<file path="config.mk">
export PLATFORM = sky130hd
export DESIGN_NAME = angle_cmd_regs
export DESIGN_NICKNAME = d
export VERILOG_FILES = /design/src/rtl/angle_cmd_pkg.sv /design/src/rtl/acr_pair.sv /design/src/rtl/acr_rdbk.sv /design/src/rtl/angle_cmd_regs.sv
export SDC_FILE = /design/constraint.sdc
export NUM_CORES = 1
export LEC_CHECK = 0
export BUFFER_PORTS_ARGS = -buffer_cell sky130_fd_sc_hd__buf_2
export CORE_MARGIN = 2
export CORE_UTILIZATION = 40
export DETAILED_ROUTE_END_ITERATION = 12
export PLACE_DENSITY_LB_ADDON = 0.3
export SLEW_MARGIN = 15
export SYNTH_ARGS = -nofsm -noshare
export SYNTH_HDL_FRONTEND = slang
export SYNTH_SLANG_ARGS = --single-unit
</file>
<file path="constraint.sdc">
create_clock -name clk -period 9.6 [get_ports clk]
set_input_delay 0.48 -clock clk [delete_from_list [all_inputs] [get_ports clk]]
set_output_delay 0.48 -clock clk [all_outputs]
set_load 0.01 [all_outputs]
</file>
<file path="src/rtl/angle_cmd_pkg.sv">
package angle_cmd_pkg;
   localparam int BYTE_W = 8;

   typedef enum logic [1:0] {
      ACC_NONE = 2'd0,
      ACC_LO   = 2'd1,
      ACC_HI   = 2'd2,
      ACC_WIDE = 2'd3
   } acc_kind_e;

   function automatic acc_kind_e classify(input logic en, input logic wide, input logic odd);
      if (!en)       return ACC_NONE;
      else if (wide) return odd ? ACC_NONE : ACC_WIDE;
      else           return odd ? ACC_HI : ACC_LO;
   endfunction
endpackage

</file>
<file path="src/rtl/acr_pair.sv">
module acr_pair
   import angle_cmd_pkg::*;
#(
   parameter int NUM_CH  = 8,
   parameter int ANGLE_W = 16,
   parameter int RATIO_W = 8,
   parameter int ADDR_W  = 5,
   parameter int PAIR    = 0
)(
   input  logic               clk,
   input  logic               rst_n,
   input  logic               wr_en,
   input  logic               wr_wide,
   input  logic [ADDR_W-1:0]  wr_addr,
   input  logic [ANGLE_W-1:0] wr_data,
   output logic [ANGLE_W-1:0] coarse_o,
   output logic [ANGLE_W-1:0] fine_o,
   output logic [1:0]         pulse_o,
   output logic [RATIO_W-1:0] ratio_o
);
   localparam int COARSE_CH = 2 * PAIR;
   localparam int FINE_CH   = COARSE_CH + 1;
   localparam int RATIO_OFS = 2 * NUM_CH + PAIR;
   localparam int PROD_W    = ANGLE_W + RATIO_W;

   logic [BYTE_W-1:0]  hold_c, hold_f;
   logic [ANGLE_W-1:0] coarse_q, fine_q;
   logic [RATIO_W-1:0] ratio_q;
   logic [1:0]         pulse_q;

   acc_kind_e   acc;
   logic [ADDR_W-2:0] ch_sel;
   logic        hit_c, hit_f, two_speed;
   logic        c_commit, f_commit, c_hold, f_hold, r_write;
   logic [ANGLE_W-1:0] new_c, new_f;
   logic [PROD_W-1:0]  prod;

   always_comb begin
      acc       = classify(wr_en, wr_wide, wr_addr[0]);
      ch_sel    = wr_addr[ADDR_W-1:1];
      hit_c     = (ch_sel == (ADDR_W-1)'(COARSE_CH)) && (wr_addr < ADDR_W'(2 * NUM_CH));
      hit_f     = (ch_sel == (ADDR_W-1)'(FINE_CH)) && (wr_addr < ADDR_W'(2 * NUM_CH));
      two_speed = (ratio_q > RATIO_W'(1));
      c_commit  = hit_c && (acc == ACC_LO || acc == ACC_WIDE);
      c_hold    = hit_c && (acc == ACC_HI);
      f_commit  = hit_f && (acc == ACC_LO || acc == ACC_WIDE) && !two_speed;
      f_hold    = hit_f && (acc == ACC_HI) && !two_speed;
      r_write   = wr_en && (wr_addr == ADDR_W'(RATIO_OFS));
      new_c     = (acc == ACC_WIDE) ? wr_data : {hold_c, wr_data[BYTE_W-1:0]};
      new_f     = (acc == ACC_WIDE) ? wr_data : {hold_f, wr_data[BYTE_W-1:0]};
      prod      = PROD_W'(new_c) * PROD_W'(ratio_q);
   end

   always_ff @(posedge clk or negedge rst_n) begin
      if (!rst_n) begin
         hold_c   <= '0;
         hold_f   <= '0;
         coarse_q <= '0;
         fine_q   <= '0;
         ratio_q  <= '0;
         pulse_q  <= '0;
      end else begin
         pulse_q <= {f_commit || (c_commit && two_speed), c_commit};
         if (c_hold) hold_c <= wr_data[BYTE_W-1:0];
         if (f_hold) hold_f <= wr_data[BYTE_W-1:0];
         if (c_commit) coarse_q <= new_c;
         if (f_commit) fine_q <= new_f;
         else if (c_commit && two_speed) fine_q <= prod[ANGLE_W-1:0];
         if (r_write) ratio_q <= wr_data[RATIO_W-1:0];
      end
   end

   assign coarse_o = coarse_q;
   assign fine_o   = fine_q;
   assign pulse_o  = pulse_q;
   assign ratio_o  = ratio_q;

   // an angle never moves without its pulse
   p_coarse_pulse_r9: assert property (@(posedge clk) disable iff (!rst_n)
      (coarse_q != $past(coarse_q)) |-> pulse_q[0]);
   p_fine_pulse_r9: assert property (@(posedge clk) disable iff (!rst_n)
      (fine_q != $past(fine_q)) |-> pulse_q[1]);
   // a high-byte write leaves the committed coarse angle alone
   p_hi_no_commit_r3: assert property (@(posedge clk) disable iff (!rst_n)
      (wr_en && !wr_wide && wr_addr == ADDR_W'(2 * COARSE_CH + 1)) |=> $stable(coarse_q));
   // in two-speed mode the fine offsets raise no pulse by themselves
   p_fine_locked_r7: assert property (@(posedge clk) disable iff (!rst_n)
      (two_speed && wr_en && wr_addr[ADDR_W-1:1] == (ADDR_W-1)'(FINE_CH)) |=> !pulse_q[1]);
   // a ratio write never moves an angle
   p_ratio_keeps_r8: assert property (@(posedge clk) disable iff (!rst_n)
      r_write |=> ($stable(coarse_q) && $stable(fine_q)));
endmodule

</file>
<file path="src/rtl/acr_rdbk.sv">
module acr_rdbk
   import angle_cmd_pkg::*;
#(
   parameter int NUM_CH    = 8,
   parameter int ANGLE_W   = 16,
   parameter int RATIO_W   = 8,
   parameter int ADDR_W    = 5,
   parameter bit FREEZE_EN = 1'b1
)(
   input  logic                      clk,
   input  logic                      rst_n,
   input  logic                      rd_en,
   input  logic                      rd_wide,
   input  logic [ADDR_W-1:0]         rd_addr,
   input  logic [NUM_CH*ANGLE_W-1:0] wrap_flat,
   input  logic [NUM_CH/2*RATIO_W-1:0] ratio_flat,
   output logic [ANGLE_W-1:0]        rd_data
);
   localparam int NUM_PAIR = NUM_CH / 2;

   acc_kind_e          acc;
   logic [ANGLE_W-1:0] live;
   logic               live_hit;
   logic [ADDR_W-2:0]  ch_sel;
   logic               frz_valid;
   logic [ADDR_W-2:0]  frz_ch;
   logic [BYTE_W-1:0]  frz_lo;

   always_comb begin
      acc      = classify(rd_en || !rd_en, rd_wide, rd_addr[0]);
      ch_sel   = rd_addr[ADDR_W-1:1];
      live     = '0;
      live_hit = 1'b0;
      for (int c = 0; c < NUM_CH; c++) begin
         if (ch_sel == (ADDR_W-1)'(c)) begin
            live     = wrap_flat[c*ANGLE_W +: ANGLE_W];
            live_hit = 1'b1;
         end
      end
      rd_data = '0;
      if (live_hit) begin
         case (acc)
            ACC_WIDE: rd_data = live;
            ACC_HI:   rd_data = ANGLE_W'(live[ANGLE_W-1:BYTE_W]);
            ACC_LO:   rd_data = (frz_valid && frz_ch == ch_sel) ? ANGLE_W'(frz_lo)
                                                                : ANGLE_W'(live[BYTE_W-1:0]);
            default:  rd_data = '0;
         endcase
      end
      for (int p = 0; p < NUM_PAIR; p++) begin
         if (rd_addr == ADDR_W'(2 * NUM_CH + p))
            rd_data = ANGLE_W'(ratio_flat[p*RATIO_W +: RATIO_W]);
      end
   end

   generate
      if (FREEZE_EN) begin : g_freeze
         always_ff @(posedge clk or negedge rst_n) begin
            if (!rst_n) begin
               frz_valid <= 1'b0;
               frz_ch    <= '0;
               frz_lo    <= '0;
            end else if (rd_en && live_hit && acc == ACC_HI) begin
               frz_valid <= 1'b1;
               frz_ch    <= ch_sel;
               frz_lo    <= live[BYTE_W-1:0];
            end else if (rd_en && live_hit && acc == ACC_LO && frz_ch == ch_sel) begin
               frz_valid <= 1'b0;
            end
         end

         // a frozen low byte keeps its value until released or replaced
         p_freeze_hold_r10: assert property (@(posedge clk) disable iff (!rst_n)
            (frz_valid && !(rd_en && !rd_wide)) |=> (frz_valid && $stable(frz_lo)));
      end else begin : g_live
         assign frz_valid = 1'b0;
         assign frz_ch    = '0;
         assign frz_lo    = '0;
      end
   endgenerate
endmodule

</file>
<file path="src/rtl/angle_cmd_regs.sv">
module angle_cmd_regs
#(
   parameter int NUM_CH    = 8,
   parameter int ANGLE_W   = 16,
   parameter int RATIO_W   = 8,
   parameter bit FREEZE_EN = 1'b1,
   parameter int ADDR_W    = $clog2(2 * NUM_CH + NUM_CH / 2)
)(
   input  logic                      clk,
   input  logic                      rst_n,
   input  logic                      wr_en,
   input  logic                      wr_wide,
   input  logic [ADDR_W-1:0]         wr_addr,
   input  logic [15:0]               wr_data,
   input  logic                      rd_en,
   input  logic                      rd_wide,
   input  logic [ADDR_W-1:0]         rd_addr,
   output logic [15:0]               rd_data,
   input  logic [NUM_CH*16-1:0]      wrap_angle,
   output logic [NUM_CH*16-1:0]      angle_out,
   output logic [NUM_CH-1:0]         angle_wr_pulse
);
   localparam int NUM_PAIR = NUM_CH / 2;

   initial begin
      chk_even: assert (NUM_CH >= 2 && NUM_CH % 2 == 0)
         else $error("NUM_CH must be an even count of at least 2");
      chk_width: assert (ANGLE_W == 16)
         else $error("angles are 16-bit words");
      chk_ratio: assert (RATIO_W >= 2 && RATIO_W <= 8)
         else $error("RATIO_W must lie in 2..8");
      chk_addr: assert ((1 << ADDR_W) >= 2 * NUM_CH + NUM_PAIR)
         else $error("ADDR_W too narrow for the register map");
   end

   logic [NUM_PAIR*RATIO_W-1:0] ratio_flat;

   generate
      for (genvar p = 0; p < NUM_PAIR; p++) begin : g_pair
         acr_pair #(
            .NUM_CH (NUM_CH), .ANGLE_W(ANGLE_W), .RATIO_W(RATIO_W),
            .ADDR_W (ADDR_W), .PAIR   (p)
         ) u_pair (
            .clk      (clk),
            .rst_n    (rst_n),
            .wr_en    (wr_en),
            .wr_wide  (wr_wide),
            .wr_addr  (wr_addr),
            .wr_data  (wr_data),
            .coarse_o (angle_out[(2*p)*ANGLE_W +: ANGLE_W]),
            .fine_o   (angle_out[(2*p+1)*ANGLE_W +: ANGLE_W]),
            .pulse_o  (angle_wr_pulse[2*p +: 2]),
            .ratio_o  (ratio_flat[p*RATIO_W +: RATIO_W])
         );
      end
   endgenerate

   acr_rdbk #(
      .NUM_CH(NUM_CH), .ANGLE_W(ANGLE_W), .RATIO_W(RATIO_W),
      .ADDR_W(ADDR_W), .FREEZE_EN(FREEZE_EN)
   ) u_rdbk (
      .clk        (clk),
      .rst_n      (rst_n),
      .rd_en      (rd_en),
      .rd_wide    (rd_wide),
      .rd_addr    (rd_addr),
      .wrap_flat  (wrap_angle),
      .ratio_flat (ratio_flat),
      .rd_data    (rd_data)
   );

   // a single write can touch at most one pair, so at most two pulses
   p_pulse_count_r9: assert property (@(posedge clk) disable iff (!rst_n)
      $countones(angle_wr_pulse) <= 2);
   // a pulse lasts one cycle unless another write follows
   p_pulse_single_r9: assert property (@(posedge clk) disable iff (!rst_n)
      !$past(wr_en) |-> (angle_wr_pulse == '0));
endmodule

</file>
==> results of run 1 <==
[critical path: cells and delay by family]
family	cells	cell delay (ns)
adder cells (fa/ha/maj)	6	2.65
AO/OA/AOI/OAI	6	1.68
buffers and inverters	6	0.87
AND/OR/NAND/NOR	3	0.58
XOR/XNOR	1	0.17
[worst max-delay path by stage]
stage	from	to	slack, ns	cells past startpoint
after floorplan	wr_wide	g_pair[1].u_pair.fine_o[15]	3.89	25
after global placement	wr_addr[0]	g_pair[2].u_pair.fine_o[15]	3.21	22
after detailed placement	wr_addr[0]	g_pair[2].u_pair.fine_o[15]	3.05	22
after CTS	wr_addr[0]	g_pair[2].u_pair.fine_o[15]	3.67	22
after global routing	wr_addr[0]	g_pair[2].u_pair.fine_o[15]	3.29	22
final	wr_addr[0]	g_pair[2].u_pair.fine_o[15]	3.58	22
[kinds of logic after synthesis]
| family | count (synthesis) | synth area share |
|---|---|---|
| adder cells (fa/ha/maj) | 338 | 0.261 |
| AO/OA/AOI/OAI | 357 | 0.105 |
| buffers and inverters | 425 | 0.0726 |
| flip-flops | 245 | 0.266 |
| multiplexers | 186 | 0.0974 |
| AND/OR/NAND/NOR | 766 | 0.165 |
| XOR/XNOR | 80 | 0.0331 |
[layout make-up]
class / count / area share
Antenna cell: 1 / 0.0000954
Clock buffer: 39 / 0.0326
Clock inverter: 16 / 0.00811
Inverter: 283 / 0.0405
Multi-Input combinational cell: 1727 / 0.583
Sequential cell: 245 / 0.234
Tap cell: 765 / 0.0365
Timing Repair Buffer: 329 / 0.0655
[placed cells by master, fill, tap and decap left out, types with 6 or more instances in the layout]
cell type	n
a211oi_1	14
mux2i_1	12
mux2_2	159
o21bai_1	7
xnor2_1	58
nand3_1	15
a2111oi_0	8
nor2b_1	18
buf_4	16
o21ai_0	52
clkbuf_16	31
a21oi_1	99
buf_2	310
a221o_1	11
a221oi_1	9
a21o_1	33
a21boi_0	6
o21a_1	11
o22ai_1	19
fa_1	240
nand2_1	319
o221ai_1	16
and2_1	239
nor3_1	22
nand2b_1	16
a22oi_1	16
nor2_1	84
ha_1	98
inv_1	281
dfrtp_1	245
and3_1	8
o211ai_1	8
xor2_1	17
mux4_2	15
o2111a_1	6
[timing repair]
item,in CTS,in global routing
setup buffers,0,0
endpoints found under the hold margin,66,0
hold buffers,1,0
[power breakdown]
group	total [W]	leakage [nW]	internal (W)	switching, W
logic	0.00319	9.38	0.00145	0.00173
registers	0.00153	3.24	0.00125	0.000283
clock network	0.00122	0.518	0.000739	0.000486
total	0.00594	13.1	0.00344	0.00250
[flip-flops by register name, indices dropped and copies added, names as in the netlist]
register                count
g_pair.u_pair.coarse_o     64
g_pair.u_pair.fine_o       64
g_pair.u_pair.hold_c       32
g_pair.u_pair.hold_f       32
g_pair.u_pair.ratio_o      32
g_pair.u_pair.pulse_o       8
u_rdbk.frz_lo               8
u_rdbk.frz_ch               4
u_rdbk.frz_valid            1
[stage by stage]
stage               setup WS [ns]  area (µm²)  std cells  hold slack (ns)
finish                       3.58       26200       3405            0.205
floorplan                    3.89       23100       2397            0.184
global placement             3.21       25100       3348            0.454
CTS                          3.67       26200       3404            0.179
global route                 3.29       26200       3404            0.202
detailed placement           3.05       25100       3348            0.465
[layer usage]
metal / GRT usage / vias up / share of wire
met5: 0 / - / 0.00019
met4: 0.0748 / 2 / 0.031
met3: 0.0426 / 139 / 0.071
met2: 0.417 / 723 / 0.49
met1: 0.306 / 9515 / 0.41
li1: - / 8284 / -
==> results_dict.tcl, run 1 <==
set metrics [dict create \
    status "completed" \
    crit_chain "buf_2, inv_1, ha_1, o211ai_4, buf_4, a21o_2, nand2_1, fa_1, inv_1, fa_1, fa_1, inv_1, fa_1, inv_1, ha_1, and2_1, or2_2, o21ai_0, a21oi_1, o41ai_1, xnor2_1, o21ai_1" \
    grt_overflow 0 \
    tightest_slew_ns 1.19 \
    power.leakage_nw 13.1 \
    yosysMostFrequentCell "nand2_1" \
    grt_pass1_vias 19800 \
    clockBufferDepth 3 \
    grt_start_max_net_pins 180 \
    vias 18700 \
    grt_pass1_wl_um 112000 \
    hold_violations 0 \
    start_util 0.402 \
    crit_required_ns 10.05 \
    io_pins 312 \
    grt_usage 0.241 \
    ys_top_cells_by_count "319 x nand2_1, 281 x inv_1, 245 x dfrtp_1, 240 x fa_1, 239 x and2_1" \
    io_buffers 311 \
    drt_iter0_markers 1062 \
    ys_seq_elements 245 \
    synth_top_area_frac 0.266 \
    cts.sinks 245 \
    antenna_found_initial 3 \
    gp_congestion 0.937 \
    skew_ns 0.0186 \
    drc 0 \
    worstReg2RegStart "g_pair[2].u_pair.ratio_o[2]" \
    wl_per_cell_um 21.2 \
    critPathCaptureType "flop" \
    worstSetupStartpointType "primary input" \
    synth_cells 2397 \
    critPathKind "in2reg" \
    syn_nets 2895 \
    yosysSeqAreaShare 0.266 \
    n_fill_cell 5461 \
    hpwl_um 52400 \
    fin_nets 3114 \
    cts_tree "yes" \
    yosys_warnings 0 \
    finalSetupViolCount 0 \
    syn-cell-area_mm2 0.0231 \
    p_total_w 0.00594 \
    avgViaCountPerCell 5.48 \
    max_slew_margin 0.184 \
    r2r_end "g_pair[2].u_pair.fine_o[15]" \
    avgSynthCellArea_um2 9.63 \
    clkTransAtPathRegs_ns 0.06 \
    drive_gt1_frac 0.220 \
    coreArea_mm2 0.0574 \
    htree_levels 1 \
    final_util 0.457 \
    worstHoldEndpoint "u_rdbk.frz_valid" \
    synth_area_leaders "dfrtp_1 27%, fa_1 21%, mux2_2 7.8%, and2_1 6.5%, ha_1 5.3%" \
    routed_wl_um 72100 \
    finalMaxSlewViolations 0 \
    numCtsBuffers 30 \
    hold_path_depth 3 \
    critical_path_peak_fanout 48 \
    drv_cap 0 \
    synthArstFlopShare 1.00 \
    hold_class "in2reg" \
    rows 88 \
    cts_root_buffer "clkbuf_16" \
    synth_top_flop_cell "dfrtp_1" \
    reg2reg_setup_slack_ns 4.51 \
    area_growth_syn_to_layout_pct 13.6 \
    die_w_um 244 \
    finalSetupTns_ns 0 \
    crit_arrival_ns 6.47 \
    synth_top_area_cell "dfrtp_1" \
    drt.antenna.violating_nets 0 \
    rr_worst_depth 16 \
    p_per_area_mw_per_mm2 227 \
    peakVddDrop_mv 0.121 \
    die_area_mm2 0.0596 \
    critical-path-slowest-cell "o211ai_4" \
    cts_resized 0 \
    slowest_delay_ns 0.68 \
    fmax_mhz 166 \
    period_share 0.627 \
    multiInputGateArea_mm2 0.0153 \
    first_pass_iters 5 \
    synth_edf_count 0 \
    synth.distinct_cells 74 \
    rsz0062_at_grt "no" \
    hold_start "rd_en" \
    min_period_ns 6.02 \
    chipHeight_um 244 \
    register_area_mm2 0.00613 \
    clk_latency_ns 0.58 \
]
No activity file was read; power rests on OpenSTA's default activity.
==> inputs of run 2 (changes only) <==
--- a/config.mk
+++ b/config.mk
@@ -5,6 +5,7 @@
 export SDC_FILE = /design/constraint.sdc
 export NUM_CORES = 1
 export LEC_CHECK = 0
+export ABC_AREA = 1
 export BUFFER_PORTS_ARGS = -buffer_cell sky130_fd_sc_hd__buf_2
 export CORE_MARGIN = 2
 export CORE_UTILIZATION = 40
==> constraint.sdc (replaced) <==
create_clock -name clk -period 5 [get_ports clk]
set_input_delay 0.25 -clock clk [delete_from_list [all_inputs] [get_ports clk]]
set_output_delay 0.25 -clock clk [all_outputs]
set_load 0.01 [all_outputs]
==> results_dict.tcl, run 2 <==
set metrics [dict create \
    status "completed" \
    cts_setup_buffers 0 \
    p_per_area_mw_per_mm2 408 \
    ys_seq_elements 245 \
    power_frac_comb 0.540 \
    max_slew_margin 0.190 \
    peakVddDrop_mv 0.287 \
    synth_area_leaders "dfrtp_1 26%, fa_1 20%, nand2_1 17%, inv_1 10%, ha_1 5.2%" \
    wl_met3_um 6310 \
    rsz0062_at_grt "no" \
    io_pins 312 \
    fin_nets 4039 \
    final.setup.worst_slack_ns 0.408 \
    vias 21700 \
    gp_congestion 0.941 \
    cp_common_cell "nand2_1" \
    rows 89 \
    hpwl_um 60100 \
    drv_cap 0 \
    avgSynthCellArea_um2 7.31 \
    grt_start_max_net_pins 105 \
    n_fill_cell 5907 \
    maxUsedRoutingLayer "met5" \
    drive_gt1_frac 0.149 \
    syn_nets 3725 \
    synthArstFlopShare 1.00 \
    grt_pass1_wl_um 122000 \
    clkPwrFrac 0.207 \
    die_w_um 247 \
    grt_usage 0.260 \
    avgViaCountPerCell 5.00 \
    first_pass_iters 7 \
    skew_ns 0.0209 \
    ys_top_cells_by_count "1057 x nand2_1, 628 x inv_1, 245 x dfrtp_1, 240 x fa_1, 217 x o21ai_0" \
    cts_resized 0 \
    die_area_mm2 0.0609 \
    yosys_warnings 0 \
    finalMaxSlewViolations 0 \
    wl_met2_um 33600 \
    tightest_slew_ns 1.20 \
    numCtsBuffers 29 \
    finalSetupViolCount 0 \
    crit_required_ns 5.46 \
    drt_iter0_markers 1813 \
    drc 0 \
    cts_root_buffer "clkbuf_16" \
    min_period_ns 4.59 \
    yosysMostFrequentCell "nand2_1" \
    critPathCaptureType "flop" \
    intPower_w 0.00632 \
    p_total_w 0.0112 \
    clockBufferDepth 3 \
    clkTransAtPathRegs_ns 0.06 \
    cts.sinks 245 \
    drt.antenna.violating_nets 0 \
    area_growth_syn_to_layout_pct 16.8 \
    power.leakage_nw 15.8 \
    syn-cell-area_mm2 0.0236 \
    drt-met1-wl_um 34500 \
    antenna_found_initial 9 \
    final_common_cell "nand2_1" \
    synth_top_area_cell "dfrtp_1" \
    synth.distinct_cells 47 \
    period_share 0.918 \
    multiInputGateArea_mm2 0.0144 \
    chipHeight_um 247 \
    worstSetupStartpointType "flop" \
    crit_arrival_ns 5.05 \
    hold_buffers 5 \
    clk_latency_ns 0.58 \
    coreArea_mm2 0.0587 \
    start_util 0.402 \
    synth_edf_count 0 \
    power.switching_w 0.00493 \
    routed_wl_um 77900 \
    grt_overflow 0 \
    synth_top_area_frac 0.260 \
    dp_slack_ns -0.0702 \
    sw_frac_of_total 0.438 \
    hold_violations 0 \
    critical-path-slowest-cell "fa_1" \
    crit_chain "nand2_1, inv_1, fa_1, inv_1, fa_1, inv_1, fa_1, fa_1, ha_1, nand2_1, nor2_1, nor2_1, o21ai_0, a21oi_1, o21ai_0, xor2_1, nand2_1, nand2_1, nand2_1" \
    p_seq_frac 0.253 \
    fmax_mhz 218 \
    register_area_mm2 0.00613 \
    cts_tree "yes" \
    slowest_delay_ns 0.54 \
    hold_class "in2reg" \
    htree_levels 1 \
    synth_cells 3227 \
    grt_pass1_vias 21300 \
    wl_per_cell_um 18.0 \
    critPathKind "reg2reg" \
    io_buffers 311 \
    yosysSeqAreaShare 0.260 \
    final_util 0.470 \
    synth_top_flop_cell "dfrtp_1" \
    critical_path_peak_fanout 10 \
    final_cell_mix "1057 x nand2_1, 628 x inv_1, 310 x buf_2, 245 x dfrtp_1, 240 x fa_1" \
]
run 2: cell type report:
class                      count  area share
clock buffer                  35      0.0282
clock inverter                15     0.00904
inverter                     638      0.0870
antenna                        3    0.000272
sequential                   245       0.222
multi-input combinational   2195       0.524
tap                          773      0.0351
timing repair buffer         432      0.0939
run 2: kinds of logic (layout without fill, tap and decap cells):
logic type,after synthesis,count (layout),synth area share
AOI/OAI and AO/OA,406,406,0.0954
xor gates and xnor gates,33,33,0.0123
adders and majority gates,338,338,0.256
buffers and inverters,787,1120,0.128
DFF,245,245,0.260
other,0,3,0
and+or+nand+nor,1418,1418,0.249
run 2: stage by stage:
stage,hold WS (ns),setup TNS [ns],instance area (µm²),instances
after floorplan,-0.0456,0,23600,3227
after CTS,0.0185,0,27500,4333
after global placement,0.362,-0.00319,26500,4278
after global routing,0.0509,0,27600,4336
after detailed placement,0.364,-0.254,26500,4278
final,0.0375,0,27600,4336
run 2: metal layers:
metal,global-route usage,vias to the layer above
met5,0,-
met4,0.0955,10
met3,0.0469,156
met2,0.400,738
met1,0.365,10300
li1,-,10500
run 2: power by group through the flow:
stage               clock network (W)  logic, W  registers [W]
floorplan                           0   0.00406        0.00281
global placement                    0   0.00596        0.00286
detailed placement                  0   0.00602        0.00287
CTS                           0.00236   0.00608        0.00284
global route                  0.00243   0.00699        0.00290
finish                        0.00233   0.00607        0.00284
run 2: path summary, 6_finish.rpt:
kind                                                     from                            end  slack, ns  cells after the start
worst max-delay path              g_pair[2].u_pair.ratio_o[2]    g_pair[2].u_pair.fine_o[12]       0.41                     19
worst min-delay path                          wrap_angle[113]               u_rdbk.frz_lo[1]       0.04                      3
worst max register to register    g_pair[2].u_pair.ratio_o[2]    g_pair[2].u_pair.fine_o[12]       0.41                     19
worst min register to register  g_pair[0].u_pair.coarse_o[10]  g_pair[0].u_pair.coarse_o[10]       0.48                      2
max in group asynchronous                               rst_n  g_pair[1].u_pair.coarse_o[12]       3.46                      3
min in group asynchronous                               rst_n     g_pair[3].u_pair.fine_o[4]       0.28                      2
run 2: worst max-delay path, delay by kind of cell, from the launching register on:
kind            cells  cell delay, ns
fa+ha+maj           5            2.36
compound gates      3            0.63
simple gates        7            0.61
flops               1            0.52
xor+xnor            1            0.18
buf+inv             3            0.17
